==> config.mk <==
export PLATFORM = sky130hd
export DESIGN_NAME = usec_timer
export DESIGN_NICKNAME = d
export VERILOG_FILES = /design/src/rtl/usec_timer_pkg.sv /design/src/rtl/usec_timer_counter.sv /design/src/rtl/usec_timer_readport.sv /design/src/rtl/usec_timer.sv
export SDC_FILE = /design/constraint.sdc
export NUM_CORES = 1
export LEC_CHECK = 0
export ABC_AREA = 1
export BUFFER_PORTS_ARGS = -buffer_cell sky130_fd_sc_hd__buf_4
export CORE_UTILIZATION = 48
export CTS_CLUSTER_DIAMETER = 40
export DETAILED_ROUTE_END_ITERATION = 8
export PLACE_DENSITY = 0.77
export SYNTH_ARGS = -nofsm -noshare
export SYNTH_HDL_FRONTEND = slang
export SYNTH_SLANG_ARGS = --single-unit
==> constraint.sdc <==
create_clock -name clk -period 1.22 [get_ports clk]
set_input_delay 0.122 -clock clk [delete_from_list [all_inputs] [get_ports clk]]
set_output_delay 0.122 -clock clk [all_outputs]
set_load 0.02 [all_outputs]
==> src/rtl/usec_timer_pkg.sv <==
package usec_timer_pkg;
  localparam int unsigned CNT_W      = 12;
  localparam int unsigned DATA_W     = 8;
  localparam int unsigned ADDR_W     = 8;
  localparam int unsigned SHORT_BITS = 7;
  localparam int unsigned LONG_BITS  = 10;
  localparam logic [ADDR_W-1:0] ADDR_LO = 8'h24;
  localparam logic [ADDR_W-1:0] ADDR_HI = 8'h25;

  typedef enum logic [1:0] {SEL_NONE, SEL_LO, SEL_HI} rd_sel_e;
endpackage

==> src/rtl/usec_timer_counter.sv <==
module usec_timer_counter #(
  parameter int unsigned CNT_W      = 12,
  parameter int unsigned SHORT_BITS = 7,
  parameter int unsigned LONG_BITS  = 10
) (
  input  logic             clk,
  input  logic             rst_n,
  input  logic             tick_i,
  output logic [CNT_W-1:0] count_o,
  output logic             irq_short_o,
  output logic             irq_long_o
);
  localparam logic [CNT_W-1:0] CNT_MAX = '1;

  logic [CNT_W-1:0] cnt_q;
  logic             short_q, long_q;
  logic             short_roll, long_roll;

  always_comb begin
    short_roll = tick_i && (cnt_q[SHORT_BITS-1:0] == '1);
    long_roll  = tick_i && (cnt_q[LONG_BITS-1:0] == '1);
  end

  always_ff @(posedge clk) begin
    if (!rst_n) begin
      cnt_q   <= '0;
      short_q <= 1'b0;
      long_q  <= 1'b0;
    end else begin
      if (tick_i) cnt_q <= cnt_q + 1'b1;
      short_q <= short_roll;
      long_q  <= long_roll;
    end
  end

  assign count_o     = cnt_q;
  assign irq_short_o = short_q;
  assign irq_long_o  = long_q;


  hold_no_tick_chk: assert property (@(posedge clk) disable iff (!rst_n)
    !tick_i |=> $stable(cnt_q));

  wrap_chk: assert property (@(posedge clk) disable iff (!rst_n)
    (tick_i && cnt_q == CNT_MAX) |=> (cnt_q == '0));

  short_align_chk: assert property (@(posedge clk) disable iff (!rst_n)
    short_q |-> (cnt_q[SHORT_BITS-1:0] == '0));

  long_nests_chk: assert property (@(posedge clk) disable iff (!rst_n)
    long_q |-> short_q);
endmodule

==> src/rtl/usec_timer_readport.sv <==
module usec_timer_readport
  import usec_timer_pkg::*;
#(
  parameter int unsigned CNT_W  = 12,
  parameter int unsigned DATA_W = 8,
  parameter int unsigned ADDR_W = 8
) (
  input  logic              clk,
  input  logic              rst_n,
  input  logic              rd_en_i,
  input  logic [ADDR_W-1:0] rd_addr_i,
  input  logic [CNT_W-1:0]  count_i,
  output logic [DATA_W-1:0] rd_data_o,
  output logic              rd_valid_o
);
  localparam int unsigned HI_W = CNT_W - DATA_W;

  rd_sel_e           sel;
  logic [HI_W-1:0]   hold_q;
  logic [DATA_W-1:0] data_q, data_d, hi_word;
  logic              valid_q;

  always_comb begin
    sel = SEL_NONE;
    if (rd_en_i && rd_addr_i == ADDR_LO) sel = SEL_LO;
    else if (rd_en_i && rd_addr_i == ADDR_HI) sel = SEL_HI;
  end

  always_comb begin
    hi_word = '0;
    hi_word[HI_W-1:0] = hold_q;
    unique case (sel)
      SEL_LO:  data_d = count_i[DATA_W-1:0];
      SEL_HI:  data_d = hi_word;
      default: data_d = '0;
    endcase
  end

  always_ff @(posedge clk) begin
    if (!rst_n) begin
      hold_q  <= '0;
      data_q  <= '0;
      valid_q <= 1'b0;
    end else begin
      valid_q <= rd_en_i;
      if (rd_en_i) data_q <= data_d;
      if (sel == SEL_LO) hold_q <= count_i[CNT_W-1:DATA_W];
    end
  end

  assign rd_data_o  = data_q;
  assign rd_valid_o = valid_q;


  hold_stable_chk: assert property (@(posedge clk) disable iff (!rst_n)
    !(rd_en_i && rd_addr_i == ADDR_LO) |=> $stable(hold_q));

  hi_upper_zero_chk: assert property (@(posedge clk) disable iff (!rst_n)
    (rd_en_i && rd_addr_i == ADDR_HI) |=> (rd_data_o[DATA_W-1:HI_W] == '0));

  valid_follow_chk: assert property (@(posedge clk) disable iff (!rst_n)
    rd_en_i |=> rd_valid_o);

  valid_idle_chk: assert property (@(posedge clk) disable iff (!rst_n)
    !rd_en_i |=> !rd_valid_o);
endmodule

==> src/rtl/usec_timer.sv <==
module usec_timer
  import usec_timer_pkg::*;
(
  input  logic              clk,
  input  logic              rst_n,
  input  logic              tick_i,
  input  logic              rd_en_i,
  input  logic [ADDR_W-1:0] rd_addr_i,
  output logic [DATA_W-1:0] rd_data_o,
  output logic              rd_valid_o,
  output logic              irq_short_o,
  output logic              irq_long_o
);
  logic [CNT_W-1:0] count;

  usec_timer_counter #(
    .CNT_W(CNT_W), .SHORT_BITS(SHORT_BITS), .LONG_BITS(LONG_BITS)
  ) u_counter (
    .clk(clk), .rst_n(rst_n), .tick_i(tick_i), .count_o(count),
    .irq_short_o(irq_short_o), .irq_long_o(irq_long_o)
  );

  usec_timer_readport #(
    .CNT_W(CNT_W), .DATA_W(DATA_W), .ADDR_W(ADDR_W)
  ) u_readport (
    .clk(clk), .rst_n(rst_n), .rd_en_i(rd_en_i), .rd_addr_i(rd_addr_i),
    .count_i(count), .rd_data_o(rd_data_o), .rd_valid_o(rd_valid_o)
  );
endmodule

==> summary.md <==
| Metric | Value |
|---|---|
| Critical Path AT | `1470 ps` |
| GPL Wtd Cong | `0.847` |
| Die Area | `about 2800 sq um` |
| Tot Pwr | `1.40 mW` |
| Antenna cells | `0` |
| Clk sink count | `27` |
| Yosys warns | `0` |
| Int Power | `about 1.1 mW` |
| Crit path launch type | `register` |
| Via count | `1194` |
| Switching share of power | `23.6%` |
| Depth of the CTS H-tree | `1` |
| First-pass GRT wire length | `4280 microns` |
| CP Class | `reg -> reg` |
| Rows | `17` |
| DRT antenna net count | `0` |
| Largest net degree at the start of global routing | `16` |
| PD cells | `between 800 and 900 nW/um^2` |
| Clock share of power | `27.3%` |
| Drt first pass iters | `4` |
| Crit-path max FO | `3` |
| Die H | `52.6 microns` |
| All-layer global routing usage | `21.7%` |
| TritonCTS buffer count | `3` |
| Synthesis-to-layout area growth | `27.7%` |
| Tightest Hold Check Type | `in -> reg` |
| Comb pwr share | `8.5%` |
| Fin Setup TNS | `0 ps` |
| Slew HR | `70.7%` |
| Post-synthesis sequential area ratio | `43.9%` |
| Finish-stage setup viols | `0` |
| Mapped Avg Cell Area | `7.03 sq um` |
| Max-Cap Viols | `0` |
| Worst reg2reg path depth | `7` |
| Worst skew pair latency | `330 ps` |
| Share of cells above drive strength 1 | `27.4%` |
| P_sw | `between 0.3 and 0.4 mW` |
| Outcome | `completed` |
| Final design utilization | `67.7%` |
| FF+latch count, synth | `27` |
| Vias in the first global route | `between 1000 and 1500` |
| Post-DP HPWL | `1950 microns` |
| Setup ws final | `18.4 ps` |
| Initial Utilization | `53.0%` |
| Final clock period utilization by the worst path | `98.5%` |
| Die boundary width | `52.6 microns` |
| CTS max path bufs | `2` |
| CP Capture Type | `register` |
| Skew final | `8.39 ps` |
| Leakage | `0.676 nW` |
| RSZ-0062 raised after global routing | `true` |
| Grt total ovfl | `0` |
| Worst-Margin Slew | `439 ps` |
| Initial antenna violation count | `0` |
| Vias per cell | `5.06` |
| CTS tree | `yes` |
| Max rail drop VDD | `~0.82 mV` |
| Fin. max-slew vios | `0` |
| Synthesized Nets | `about 190` |
| Final Hold Fails | `0` |
| FMAX | `832 MHz` |
| Top Ports | `23` |
| Sequential share of power | `64.2%` |
| Remaining DRCs | `0` |
| Min-Delay Path Depth | `3` |
| Core area | `2320 sq um` |
| Place WS | `-49.6 ps` |
| Clock transition at path regs | `140 ps` |
| Mapped Area | `1230 sq um` |
| DRT iter0 DRCs | `22` |
| Distinct cells, synth | `23` |
| Post-Synthesis Cells | `175` |
| Root buffer cell | `clkbuf_4` |
| Buffers on Ports | `22` |
| Nets | `between 200 and 250` |
| CP required | `~1500 ps` |
| Total Routed Length | `between 2000 and 3000 microns` |
| Filler instances | `208` |
| Tmin final | `around 1200 ps` |
| WL per Instance | `11.4 microns` |
## Yosys cell counts
master	instances	area share [%]
xnor2_1	1	0.71
inv_2	3	0.92
nand3_2	2	1.6
nand2_1	61	19
a21oi_1	16	6.5
nand4_1	3	1.5
nor3_1	3	1.2
nor3b_1	1	0.61
nor2_4	3	2.7
a31oi_1	1	0.51
clkbuf_1	2	0.61
o21ai_1	1	0.41
inv_1	21	6.4
nand3_1	6	2.4
nor3b_2	1	1.0
buf_6	1	0.92
ha_1	1	1.0
nand4_2	1	1.0
o21bai_2	1	0.92
dfxtp_1	27	44
nor2_2	1	0.51
nor2_1	15	4.6
o21ai_0	3	1.2
## stage by stage
stage	instance area, sq um	cells	hold WS [ps]
floorplan	1230	175	215
global placement	1460	229	334
detailed placement	1460	229	355
CTS	1520	235	56.9
global route	1570	236	81.0
finish	1570	236	81.7
## worst max-delay path: stages (launching register included)
cell	delay, ps
dfxtp_2	390
ha_4	150
nand3_4	90
nor2_4	120
inv_2	50
nor2_4	100
nand3_2	80
nor3b_2	160
## per-layer routing
metal,track usage [%],routed length [microns],up-vias
li1,-,-,615
met1,24.7,1210,544
met2,38.2,1340,30
met3,3.48,98,5
met4,11.8,55,0
met5,0,0,-
## state kept, by name, summed over array words and instances (netlist names)
| signal | cells |
|---|---|
| u_readport.rd_valid_o | 1 |
| u_readport.rd_data_o | 8 |
| u_readport.hold_q | 4 |
| u_counter.irq_short_o | 1 |
| u_counter.irq_long_o | 1 |
| u_counter.count_o | 12 |
## power groups by stage
stage | Combinational (mW) | Sequential (mW) | Clock (mW)
2_1_floorplan | 0.0426 | 0.917 | 0
3_3_place_gp | 0.0950 | 0.915 | 0
3_5_place_dp | 0.0996 | 0.916 | 0
4_1_cts | 0.108 | 0.898 | 0.407
5_1_grt | 0.131 | 0.901 | 0.429
6_report | 0.119 | 0.900 | 0.382
## layout by cell type (no fill, tap or decap), drive strengths merged, types with 3 or more instances in the layout
cell type,count
a21oi,16
buf,31
clkbuf,3
dfxtp,27
inv,24
nand2,61
nand3,8
nand4,4
nor2,19
nor3,3
o21ai,4
## final cells by class
cell class / count / area (sq um) / share of cell area (%)
Clock buffer: 3 / 22.5 / 1.43
Inverter: 24 / 90.1 / 5.74
Tap cell: 28 / 35.0 / 2.23
Timing Repair Buffer: 32 / 243 / 15.5
Multi-Input combinational cell: 121 / 624 / 39.8
Sequential cell: 27 / 551 / 35.1
Clock inverter: 1 / 5.00 / 0.319
## worst paths after layout
kind / from / end / slack [ps]
setup reg to reg: u_counter.count_o[1]$_SDFFE_PN0P_ / u_counter.irq_long_o$_SDFF_PN0_ / 20
hold / removal: rst_n / u_counter.count_o[8]$_SDFFE_PN0P_ / 80
setup / recovery: u_counter.count_o[1]$_SDFFE_PN0P_ / u_counter.irq_long_o$_SDFF_PN0_ / 20
hold reg to reg: u_readport.hold_q[3]$_SDFFE_PN0N_ / u_readport.hold_q[3]$_SDFFE_PN0N_ / 480
## what timing repair did
item | CTS | global route
buffers inserted | 1 | 1
pin swaps | 0 | 2
endpoints found under the setup margin | 4 | 8
hold endpoints to repair | 1 | 0
gates resized for setup | 4 | 11
hold buffers | 1 | 0
cloned | 0 | 0
## logic make-up (layout without fill, tap and decap cells)
kind of cell	after synthesis	count (layout)	synth area share [%]
fa+ha+maj	1	1	1.02
compound gates	22	22	9.56
buf+inv	27	60	8.85
flops	27	27	43.9
simple gates	97	97	35.9
xor+xnor	1	1	0.712
(Power assumes the default switching activity.)
